`src/rtl/srp_pkg.sv`:
```
`timescale 1ns/1ps
package srp_pkg;
  // One-cycle strobes from the serial control to the register datapath.
  typedef struct packed {
    logic sampleIn;  // rising serial edge inside a frame
    logic loadOut;   // falling edge that starts the read window
    logic shiftOut;  // falling edge that advances the read window
    logic frameEnd;  // chip select released
    logic countOk;   // the frame had exactly the nominal clock count
  } srpStrobe_t;
endpackage

```
`src/rtl/srp_ctrl.sv`:
```
`timescale 1ns/1ps
module srp_ctrl
  import srp_pkg::*;
#(
  parameter int SYNC_STAGES = 2,
  parameter int FRAME_BITS  = 16,
  parameter int OUT_BITS    = 9
) (
  input  logic       clk,
  input  logic       rstN,
  input  logic       csN,
  input  logic       sclk,
  input  logic       sdi,
  output srpStrobe_t strobe,
  output logic       sdiSync
);
  localparam int CNT_W   = $clog2(FRAME_BITS + 2);
  localparam int LOAD_AT = FRAME_BITS - OUT_BITS;

  logic [SYNC_STAGES-1:0] csPipe, clkPipe, dinPipe;
  logic csPrev, clkPrev;
  logic csNow, clkNow;
  logic riseEdge, fallEdge;
  logic [CNT_W-1:0] bitCnt;

  always_ff @(posedge clk or negedge rstN) begin
    if (!rstN) begin
      csPipe  <= '1;
      clkPipe <= '0;
      dinPipe <= '0;
      csPrev  <= 1'b1;
      clkPrev <= 1'b0;
    end else begin
      csPipe  <= {csPipe[SYNC_STAGES-2:0], csN};
      clkPipe <= {clkPipe[SYNC_STAGES-2:0], sclk};
      dinPipe <= {dinPipe[SYNC_STAGES-2:0], sdi};
      csPrev  <= csPipe[SYNC_STAGES-1];
      clkPrev <= clkPipe[SYNC_STAGES-1];
    end
  end

  assign csNow    = csPipe[SYNC_STAGES-1];
  assign clkNow   = clkPipe[SYNC_STAGES-1];
  assign sdiSync  = dinPipe[SYNC_STAGES-1];
  assign riseEdge = clkNow & ~clkPrev;
  assign fallEdge = ~clkNow & clkPrev;

  // Clock counter: held at zero while deselected, saturates at its top.
  always_ff @(posedge clk or negedge rstN) begin
    if (!rstN)                        bitCnt <= '0;
    else if (csNow)                   bitCnt <= '0;
    else if (riseEdge && bitCnt != '1) bitCnt <= bitCnt + 1'b1;
  end

  always_comb begin
    strobe.sampleIn = riseEdge & ~csNow;
    strobe.loadOut  = fallEdge & ~csNow & (bitCnt == CNT_W'(LOAD_AT));
    strobe.shiftOut = fallEdge & ~csNow & (bitCnt > CNT_W'(LOAD_AT)) &
                      (bitCnt < CNT_W'(FRAME_BITS));
    strobe.frameEnd = csNow & ~csPrev;
    strobe.countOk  = (bitCnt == CNT_W'(FRAME_BITS));
  end

  // at most one frame event per system cycle
  p_one_strobe_r1: assert property (@(posedge clk) disable iff (!rstN)
    $onehot0({strobe.sampleIn, strobe.loadOut, strobe.shiftOut, strobe.frameEnd}));

  // the clock count starts over after every frame
  p_cnt_clear_r6: assert property (@(posedge clk) disable iff (!rstN)
    strobe.frameEnd |=> bitCnt == '0);
endmodule

```
`src/rtl/srp_regs.sv`:
```
`timescale 1ns/1ps
module srp_regs
  import srp_pkg::*;
#(
  parameter int NUM_CH     = 8,
  parameter int FG_BITS    = 5,
  parameter int ADDR_BITS  = 6,
  parameter int DATA_BITS  = 8,
  parameter int FRAME_BITS = 16,
  parameter logic [7:0] ID_VALUE = 8'h61
) (
  input  logic                       clk,
  input  logic                       rstN,
  input  srpStrobe_t                 strobe,
  input  logic                       sdiSync,
  input  logic                       vcomFault,
  input  logic                       irefFault,
  input  logic                       calDone,
  input  logic [NUM_CH-1:0]          calFault,
  output logic                       sdo,
  output logic                       sdoOe,
  output logic                       calStart,
  output logic                       calApply,
  output logic                       sleepAll,
  output logic [NUM_CH-1:0]          chanOff,
  output logic [2:0]                 pga1Step,
  output logic [1:0]                 pga2Code,
  output logic [NUM_CH*FG_BITS-1:0]  fineGain,
  output logic [2:0]                 hpfSel,
  output logic                       hpfOn,
  output logic                       parityOn
);
  localparam int A_ID     = 0;
  localparam int A_FAULT  = 1;
  localparam int A_CAL    = 2;
  localparam int A_CALERR = 3;
  localparam int A_CALCTL = 5;
  localparam int A_SLEEP  = 6;
  localparam int A_CHOFF  = 7;
  localparam int A_GAIN   = 8;
  localparam int FG_BASE  = 9;
  localparam int A_HPF    = FG_BASE + NUM_CH;
  localparam int NUM_REGS = A_HPF + 1;
  localparam int IDX_W    = $clog2(NUM_REGS);
  localparam int RW_POS   = FRAME_BITS - 1;
  localparam int ADDR_LSB = 1 + DATA_BITS;

  typedef logic [DATA_BITS-1:0] byte_t;

  function automatic byte_t maskOf(int a);
    if (a == A_CALCTL)                              return byte_t'(8'h03);
    else if (a == A_SLEEP)                          return byte_t'(8'h01);
    else if (a == A_CHOFF)                          return byte_t'(8'hFF);
    else if (a == A_GAIN)                           return byte_t'(8'h1F);
    else if (a >= FG_BASE && a < FG_BASE + NUM_CH)  return byte_t'((1 << FG_BITS) - 1);
    else if (a == A_HPF)                            return byte_t'(8'h1F);
    else                                            return '0;
  endfunction

  function automatic byte_t resetOf(int a);
    if (a >= FG_BASE && a < FG_BASE + NUM_CH) return byte_t'(1 << (FG_BITS - 1));
    else                                      return '0;
  endfunction

  logic [FRAME_BITS-1:0]            inSr;
  logic [NUM_REGS-1:0][DATA_BITS-1:0] regQ;
  logic [DATA_BITS:0]               outSr;
  logic                             spiErr;
  logic                             fRw, parityGood, wrOk, errSet;
  logic [ADDR_BITS-1:0]             fAddr, rdAddr;
  byte_t                            fData, rdData;

  // Shift register for the incoming frame.
  always_ff @(posedge clk or negedge rstN) begin
    if (!rstN)                inSr <= '0;
    else if (strobe.sampleIn) inSr <= {inSr[FRAME_BITS-2:0], sdiSync};
  end

  assign fRw        = inSr[RW_POS];
  assign fAddr      = inSr[ADDR_LSB +: ADDR_BITS];
  assign fData      = inSr[1 +: DATA_BITS];
  assign parityGood = ~(^inSr[FRAME_BITS-2:0]);
  assign wrOk   = strobe.frameEnd & strobe.countOk & ~fRw & (~parityOn | parityGood);
  assign errSet = strobe.frameEnd &
                  (~strobe.countOk | (~fRw & parityOn & ~parityGood));

  always_ff @(posedge clk or negedge rstN) begin
    if (!rstN) begin
      for (int i = 0; i < NUM_REGS; i++) regQ[i] <= resetOf(i);
    end else if (wrOk) begin
      for (int i = 0; i < NUM_REGS; i++)
        if (fAddr == ADDR_BITS'(i))
          regQ[i] <= (regQ[i] & ~maskOf(i)) | (fData & maskOf(i));
    end
  end

  always_ff @(posedge clk or negedge rstN) begin
    if (!rstN)       spiErr <= 1'b0;
    else if (errSet) spiErr <= 1'b1;
  end

  // Read source: address is complete after the seventh sampled bit.
  assign rdAddr = inSr[ADDR_BITS-1:0];
  always_comb begin
    if (rdAddr == ADDR_BITS'(A_ID))
      rdData = ID_VALUE;
    else if (rdAddr == ADDR_BITS'(A_FAULT))
      rdData = byte_t'({1'b1, 2'b00, vcomFault, spiErr, 2'b00, irefFault});
    else if (rdAddr == ADDR_BITS'(A_CAL))
      rdData = byte_t'(calDone);
    else if (rdAddr == ADDR_BITS'(A_CALERR))
      rdData = byte_t'(calFault);
    else if (rdAddr < ADDR_BITS'(NUM_REGS))
      rdData = regQ[rdAddr[IDX_W-1:0]];
    else
      rdData = '0;
  end

  always_ff @(posedge clk or negedge rstN) begin
    if (!rstN) begin
      outSr <= '0;
      sdoOe <= 1'b0;
    end else if (strobe.loadOut) begin
      outSr <= {rdData, ^{rdAddr, rdData}};
      sdoOe <= inSr[ADDR_BITS];
    end else if (strobe.shiftOut) begin
      outSr <= {outSr[DATA_BITS-1:0], 1'b0};
    end else if (strobe.frameEnd) begin
      sdoOe <= 1'b0;
    end
  end
  assign sdo = outSr[DATA_BITS];

  // Parallel configuration outputs.
  assign calStart = regQ[A_CALCTL][0];
  assign calApply = regQ[A_CALCTL][1];
  assign sleepAll = regQ[A_SLEEP][0];
  assign chanOff  = regQ[A_CHOFF][NUM_CH-1:0];
  assign pga1Step = regQ[A_GAIN][2] ? 3'd4 : {1'b0, regQ[A_GAIN][1:0]};
  assign pga2Code = regQ[A_GAIN][4:3];
  assign hpfSel   = regQ[A_HPF][2:0];
  assign hpfOn    = regQ[A_HPF][3];
  assign parityOn = regQ[A_HPF][4];

  for (genvar k = 0; k < NUM_CH; k++) begin : g_fine
    assign fineGain[k*FG_BITS +: FG_BITS] = regQ[FG_BASE + k][FG_BITS-1:0];
  end

  for (genvar i = 0; i < NUM_REGS; i++) begin : g_spare
    localparam byte_t KEEP = maskOf(i);
    // undefined bits never become set
    p_spare_bits_r3: assert property (@(posedge clk) disable iff (!rstN)
      (regQ[i] & ~KEEP) == '0);
  end

  // a checked write with bad parity leaves the file alone and flags it
  p_par_reject_r5: assert property (@(posedge clk) disable iff (!rstN)
    strobe.frameEnd && strobe.countOk && !inSr[RW_POS] && parityOn &&
    (^inSr[FRAME_BITS-2:0]) |=> $stable(regQ) && spiErr);

  // wrong clock count writes nothing and flags it
  p_count_reject_r6: assert property (@(posedge clk) disable iff (!rstN)
    strobe.frameEnd && !strobe.countOk |=> $stable(regQ) && spiErr);

  // the error bit is sticky
  p_err_sticky_r7: assert property (@(posedge clk) disable iff (!rstN)
    spiErr |=> spiErr);

  // pad released after the frame, and data only moves on its strobes
  p_oe_release_r8: assert property (@(posedge clk) disable iff (!rstN)
    strobe.frameEnd |=> !sdoOe);
  p_sdo_hold_r8: assert property (@(posedge clk) disable iff (!rstN)
    sdoOe && !strobe.loadOut && !strobe.shiftOut |=> $stable(sdo));
endmodule

```
`src/rtl/serial_reg_port.sv`:
```
`timescale 1ns/1ps
module serial_reg_port
  import srp_pkg::*;
#(
  parameter int NUM_CH      = 8,
  parameter int FG_BITS     = 5,
  parameter int SYNC_STAGES = 2
) (
  input  logic                      clk,
  input  logic                      rstN,
  input  logic                      csN,
  input  logic                      sclk,
  input  logic                      sdi,
  output logic                      sdo,
  output logic                      sdoOe,
  input  logic                      vcomFault,
  input  logic                      irefFault,
  input  logic                      calDone,
  input  logic [NUM_CH-1:0]         calFault,
  output logic                      calStart,
  output logic                      calApply,
  output logic                      sleepAll,
  output logic [NUM_CH-1:0]         chanOff,
  output logic [2:0]                pga1Step,
  output logic [1:0]                pga2Code,
  output logic [NUM_CH*FG_BITS-1:0] fineGain,
  output logic [2:0]                hpfSel,
  output logic                      hpfOn,
  output logic                      parityOn
);
  localparam int ADDR_BITS  = 6;
  localparam int DATA_BITS  = 8;
  localparam int FRAME_BITS = 2 + ADDR_BITS + DATA_BITS;

  srpStrobe_t strobe;
  logic       sdiSync;

  srp_ctrl #(
    .SYNC_STAGES(SYNC_STAGES),
    .FRAME_BITS (FRAME_BITS),
    .OUT_BITS   (DATA_BITS + 1)
  ) u_ctrl (
    .clk    (clk),
    .rstN   (rstN),
    .csN    (csN),
    .sclk   (sclk),
    .sdi    (sdi),
    .strobe (strobe),
    .sdiSync(sdiSync)
  );

  srp_regs #(
    .NUM_CH    (NUM_CH),
    .FG_BITS   (FG_BITS),
    .ADDR_BITS (ADDR_BITS),
    .DATA_BITS (DATA_BITS),
    .FRAME_BITS(FRAME_BITS)
  ) u_regs (
    .clk      (clk),
    .rstN     (rstN),
    .strobe   (strobe),
    .sdiSync  (sdiSync),
    .vcomFault(vcomFault),
    .irefFault(irefFault),
    .calDone  (calDone),
    .calFault (calFault),
    .sdo      (sdo),
    .sdoOe    (sdoOe),
    .calStart (calStart),
    .calApply (calApply),
    .sleepAll (sleepAll),
    .chanOff  (chanOff),
    .pga1Step (pga1Step),
    .pga2Code (pga2Code),
    .fineGain (fineGain),
    .hpfSel   (hpfSel),
    .hpfOn    (hpfOn),
    .parityOn (parityOn)
  );
endmodule

```
`config.mk`:
```
export PLATFORM = sky130hd
export DESIGN_NAME = serial_reg_port
export DESIGN_NICKNAME = d
export VERILOG_FILES = /design/src/rtl/srp_pkg.sv /design/src/rtl/srp_ctrl.sv /design/src/rtl/srp_regs.sv /design/src/rtl/serial_reg_port.sv
export SDC_FILE = /design/constraint.sdc
export NUM_CORES = 1
export LEC_CHECK = 0
export CAP_MARGIN = 15
export CORE_UTILIZATION = 55
export CTS_BUF_LIST = sky130_fd_sc_hd__clkbuf_4 sky130_fd_sc_hd__clkbuf_8
export DETAILED_ROUTE_END_ITERATION = 10
export DONT_BUFFER_PORTS = 1
export PLACE_DENSITY_LB_ADDON = 0.3
export SETUP_SLACK_MARGIN = 0.15
export SYNTH_ARGS = -nofsm -noshare
export SYNTH_HDL_FRONTEND = slang
export SYNTH_HIERARCHICAL = 1
export SYNTH_SLANG_ARGS = --single-unit
```
`constraint.sdc`:
```
create_clock -name clk -period 6.35 [get_ports clk]
set_input_delay 0.3175 -clock clk [delete_from_list [all_inputs] [get_ports clk]]
set_output_delay 0.3175 -clock clk [all_outputs]
set_load 0.01 [all_outputs]
```
## After elaboration in Yosys (flattened, before gate mapping)

Index checks and enable logic that the tools add are counted.

| word-level totals | value |
|---|---|
| flip-flop bits (word level) | 184 |
| latch bits | 0 |
| output and inout port bits | 63 |
| word-level logic and storage cells | 231 |
| input port bits | 16 |
| ROM bits | 0 |
| bits in writable memories | 0 |
| memories kept | 0 |

| cells by class | value |
|---|---|
| magnitude comparators | 4 |
| reductions and logical operators | 27 |
| equality and inequality tests | 24 |
| $mul | 0 |
| bitwise operators | 96 |
| multiplexer cells | 51 |
| $add $sub $neg | 1 |
| shifts and indexed selects | 0 |
| div/mod/pow operators | 0 |

Operators by type and width:

| operator | number |
|---|---|
| 2-to-1 mux 8 bit | 42 |
| bitwise AND 8 bit | 36 |
| inverter 8 bit | 18 |
| OR 8 bit | 18 |
| == test 6 x 4 -> 1 bit (second input constant) | 8 |
| binary-select mux 8 bit (select 5 bit) | 1 |
| AND reduction 2 bit | 19 |
| == test 6 x 2 -> 1 bit (second input constant) | 4 |
| == test 6 x 3 -> 1 bit (second input constant) | 4 |
| 2-to-1 mux 9 bit | 2 |
| XOR reduction 15 bit | 1 |
| bitwise AND 1 bit | 14 |
| XOR reduction 14 bit | 1 |
| == test 6 x 1 -> 1 bit (second input constant) | 2 |
| == test 6 x 5 -> 1 bit (second input constant) | 2 |
| logical NOT 6 bit | 2 |
| 2-to-1 mux 5 bit | 2 |
| inverter 1 bit | 8 |
| < comparator 5 x 6 -> 1 bit (second input constant) | 1 |
| < comparator 6 x 5 -> 1 bit (second input constant) | 1 |
| nonzero test 2 bit | 3 |
| adder 5 x 1 -> 5 bit (second input constant) | 1 |
| == test 5 x 3 -> 1 bit (second input constant) | 1 |
| == test 5 bit (second input constant) | 1 |
| other kinds (8) | 11 |

## Logic depth before layout (Yosys ltp)

| logic depth | value |
|---|---|
| depth after elaboration | 9 |
| depth in mapped cells | 13 |
| depth with buffers taken out | 10 |

## By module

The synthesis kept the hierarchy.

Modules (own cells, without submodules):

| module | times used | cells an instance | seq. area each (µm²) | area each (µm²) |
|---|---|---|---|---|
| srp_regs | 1 | 432 | 2212.1 | 4969.8 |
| srp_ctrl | 1 | 43 | 329.1 | 548.0 |

## Worst setup path after synthesis

Ideal clock, no wire load.

| timing path | value |
|---|---|
| path type | reg2reg |
| start | reg u_regs.inSr[1] |
| end | reg u_regs.regQ (netlist bit u_regs/fineGain[35]) |
| buffers on the path | 3 |
| required time | 6225 ps |
| arrival | 3711 ps |
| slack | 2514 ps |
| period minus slack after synthesis | 3836 ps |
| stages on the path, launching flop included | 13 |
| setup time | 125 ps |
| path through | dfrtp_1 -> buf_2 -> buf_2 -> clkbuf_1 -> inv_1 -> ha_1 -> xnor3_1 -> xnor2_1 -> xnor2_1 -> a2111o_1 -> or4b_4 -> nor3_4 -> mux2_2 |

| on the way | value |
|---|---|
| cells in the longest elaborated chain, start to end | 5 |
| elaborated cells between the ends (all ways) | 7 |
| classes of those cells | bitwise (5); reduce/logical (2) |

RTL lines:

| item | RTL line | RTL |
|---|---|---|
| from (decl) | srp_regs.sv:65 | `logic [FRAME_BITS-1:0] inSr;` |
| from (signal assigned) | srp_regs.sv:76 | `else if (strobe.sampleIn) inSr <= {inSr[FRAME_BITS-2:0], sdiSync};` |
| XOR reduction 15 bit | srp_regs.sv:82 | `assign parityGood = ~(^inSr[FRAME_BITS-2:0]);` |
| inverter 1 bit | srp_regs.sv:82 |  |
| OR 1 bit | srp_regs.sv:83 | `assign wrOk = strobe.frameEnd & strobe.countOk & ~fRw & (~parityOn \| parityGood);` |
| bitwise AND 1 bit | srp_regs.sv:83 |  |
| AND reduction 2 bit (no source line) | - |  |
| to (signal, indexed assignment) | srp_regs.sv:93 | `regQ[i] <= (regQ[i] & ~maskOf(i)) \| (fData & maskOf(i));` |
| to (decl) | srp_regs.sv:66 | `logic [NUM_REGS-1:0][DATA_BITS-1:0] regQ;` |

Several ways; a longest one is shown, not always the timed one.
A chain may end at the register's enable or synchronous reset.

## Final worst setup path

| timing path | value |
|---|---|
| start | reg u_regs.inSr[0] |
| end | reg u_regs.regQ (netlist bit u_regs/fineGain[36]) |

| on the way | value |
|---|---|
| cells in the longest elaborated chain, start to end | 5 |

RTL lines:

| item | RTL line |
|---|---|
| XOR reduction 15 bit | srp_regs.sv:82 |
| inverter 1 bit | srp_regs.sv:82 |
| OR 1 bit | srp_regs.sv:83 |
| bitwise AND 1 bit | srp_regs.sv:83 |
| AND reduction 2 bit (no source line) | - |

Every way passes these cells.

==> impl_metrics.py <==
metrics = {
    "status": {
        "outcome": "finished clean",
    },
    "sta": {
        "setup_violations": 0,
        "finalCriticalPeriod_ps": 4050,
        "holdWs_ps": 274,
        "period_share_pct": 63.9,
        "fin_skew_ps": 10.4,
        "tightest_slew_ps": 976,
        "slew_headroom_pct": 34.6,
        "rsz0062_at_grt": "no",
        "hold_viol": 0,
        "tns_ps": 0,
        "slew_viol_final": 0,
        "max_freq_ghz": 0.247,
    },
    "synth": {
        "yosysWarningCount": 6,
        "synth-adder-area-share_pct": 2.27,
        "synth_xor_area_share_pct": 3.70,
        "synth_edf_count": 0,
        "syn_area_per_cell_um2": 11.6,
        "ys_ff_latch": 101,
        "netlist.area_leader.share_pct": 40.8,
        "synth_largest_area_cell": "dfrtp_1",
        "seq_area_frac_synth_pct": 46.1,
        "syn_area_um2": 5520,
        "synthMuxAreaShare_pct": 20.8,
        "syn_inst": 475,
        "async_flop_share_pct": 100,
        "synth_cell_type_count": 53,
        "synthTopCellsByArea": "dfrtp_1, mux2_2, buf_4",
        "synth_top_family_by_area": "multiplexers",
        "synthFlopType": "dfrtp_1",
        "synthSimpleGateAreaFrac_pct": 10.5,
        "synth.net_count": 501,
        "synth_compound_area_share_pct": 7.32,
    },
    "pwr": {
        "p_sw_w": 0.000449,
        "power.total_w": 0.00141,
        "p_leak_nw": 2.41,
        "ir_drop_mv": 0.102,
        "p_seq_share_pct": 50.7,
        "netSwitchingFraction_pct": 31.9,
        "p_int_w": 0.000958,
        "power_density_nw_per_um2": 256,
        "pwr-share-comb_pct": 21.0,
        "power.clock.fraction_pct": 28.2,
    },
    "detailed_routing": {
        "vias": 3313,
        "vias_per_cell": 5.93,
        "post-route-drc-count": 0,
        "ant_nets": 0,
        "post_drt_wl_per_cell_um": 20.6,
        "first_pass_iters": 4,
        "drt-total-wl_um": 11500,
        "drt_iter0_drc": 144,
    },
    "critical_path": {
        "cp_common_cell": "xnor2_1",
        "cp_slowest_stage_delay_ps": 750,
        "crit_path_end_kind": "flop",
        "critPathRequiredTime_ps": 6600,
        "rr_startpoint": "u_regs/inSr[0]",
        "reg2reg_slack_ps": 2300,
        "critPathKind": "reg -> reg",
        "crit_slowest_cell": "dfrtp_1",
        "cp_data_arrival_time_ps": 4310,
        "start_kind": "flop",
        "worst-r2r-cell-count": 9,
        "crit_chain": "clkinv_1, ha_1, xnor3_1, xnor2_1, xnor2_1, a2111o_1, or4b_4, nor3_4, mux2_2",
        "rr_endpoint": "u_regs/fineGain[36]",
        "cp_max_fo": 16,
    },
    "final_layout": {
        "layout_common_cells": "dfrtp_1, mux2_2, nand2_1",
        "n_fill_cell": 841,
        "layout_commonest_cell": "dfrtp_1",
        "antenna_cells": 0,
        "area_growth_pct": -0.499,
        "fin_cells": 559,
        "layout-drive-gt1-share_pct": 29.1,
        "layout.nets": 447,
    },
    "clocking": {
        "clk_latency_ps": 370,
        "clock-sinks": 101,
        "clockBufferDepth": 2,
        "postCtsHoldBufs": 5,
        "clkTransAtPathRegs_ps": 100,
        "cts_resized": 0,
        "cts_buffers": 9,
        "root_buffer": "clkbuf_8",
        "cts_tree": "built",
        "htreeDepth": 3,
        "cts_setup_buffers": 0,
    },
    "worst_hold_path": {
        "hp-class": "in -> reg",
        "worstHoldPathCells": 4,
        "holdCritStartpoint": "calFault[5]",
        "hold-path-endpoint": "u_regs/outSr[6]",
    },
    "global_route": {
        "grt_overflow": 0,
        "antenna_found_initial": 0,
        "grt_pass1_vias": 3331,
        "grt_usage_pct": 24.2,
        "grt_start_max_net_pins": 102,
        "grt_pass1_wl_um": 18800,
    },
    "placement": {
        "gp_congestion": 0.837,
        "hpwl_um": 8180,
        "io_buffer_count": 0,
        "dp_cells": 538,
    },
    "floorplan": {
        "io_pins": 79,
        "rows": 36,
        "dieArea_um2": 10400,
        "coreArea_um2": 9730,
        "die_y_um": 102,
        "start_util_pct": 56.7,
        "die_x_um": 102,
    },
    "job": {
        "maxCapViolCount": 0,
    },
}
## stage by stage
stage	utilization [%]	cell area, um2	worst slack [ps]
finish	56.4	5490	2300
global route	56.4	5490	1930
CTS	56.4	5490	2300
detailed placement	53.8	5230	2340
global placement	53.8	5230	2420
floorplan	-	5520	2510
## flip-flops by register name, summed over array words and instances, names as in the netlist
| register | count |
|---|---|
| u_regs/spiErr | 1 |
| u_ctrl/bitCnt | 5 |
| u_regs/regQ | 3 |
| u_ctrl/csPrev | 1 |
| u_regs/sdoOe | 1 |
| u_regs/hpfOn | 1 |
| u_regs/pga2Code | 2 |
| u_regs/calStart | 1 |
| u_regs/fineGain | 40 |
| u_regs/hpfSel | 3 |
| u_regs/outSr | 9 |
| u_regs/calApply | 1 |
| u_ctrl/clkPrev | 1 |
| u_ctrl/dinPipe | 2 |
| u_regs/sleepAll | 1 |
| u_ctrl/csPipe | 2 |
| u_regs/parityOn | 1 |
| u_regs/inSr | 16 |
| u_ctrl/clkPipe | 2 |
| u_regs/chanOff | 8 |
## synth_stat cells (11+ instances only)
master,count
nor2_1,16
dfstp_2,11
mux2_2,73
o21ai_0,24
nand2_1,44
buf_4,54
dfrtp_1,90
clkbuf_1,12
## layer usage
layer	GRT usage, %	routed length (um)	up-vias
li1	-	-	1525
met1	32.8	5180	1687
met2	37.7	5400	87
met3	7.93	819	14
met4	6.26	129	0
met5	0	0	-
## cells by family (layout without fill, tap and decap cells)
family | Yosys count | after routing
compound gates | 63 | 63
xor+xnor | 17 | 17
fa+ha+maj | 10 | 10
buf+inv | 83 | 34
flops | 101 | 101
mux | 93 | 93
simple gates | 108 | 108
## how the worst max path moves through the flow
stage,cells past startpoint,slack (ps),from,endpoint
global placement,9,2420,u_regs/inSr[0],u_regs/fineGain[36]
global route,10,1930,u_regs/inSr[0],u_regs/chanOff[7]
CTS,9,2300,u_regs/inSr[0],u_regs/fineGain[36]
finish,9,2300,u_regs/inSr[0],u_regs/fineGain[36]
detailed placement,9,2340,u_regs/inSr[0],u_regs/fineGain[36]
floorplan,12,2510,u_regs/inSr[1],u_regs/fineGain[35]
## critical path: cells and delay by family, from the launching register on
kind,cells,cell delay (ps)
adder cells (fa/ha/maj),1,400
AO/OA/AOI/OAI,1,460
flip-flops,1,750
XOR/XNOR,3,750
multiplexers,1,380
buffers and inverters,1,410
AND/OR/NAND/NOR,2,790
## power by group through the flow
stage                     Sequential, W  Combinational [W]  Clock (W)
after floorplan                0.000689           0.000252          0
after global placement         0.000724           0.000276          0
after detailed placement       0.000725           0.000277          0
after CTS                      0.000713           0.000295   0.000408
after global routing           0.000719           0.000332   0.000434
final                          0.000714           0.000296   0.000397
## final cells by class
| class | instances | area (um2) | share of cell area (%) |
|---|---|---|---|
| multi-input cells | 291 | 2470 | 45.0 |
| clock inverters | 6 | 51.3 | 0.934 |
| flip-flops and latches | 101 | 2540 | 46.3 |
| clock buffers | 10 | 138 | 2.51 |
| well taps | 133 | 166 | 3.03 |
| repair buffers | 7 | 82.6 | 1.50 |
| inverters | 11 | 41.3 | 0.752 |
Power figures use the tool's default switching activity.
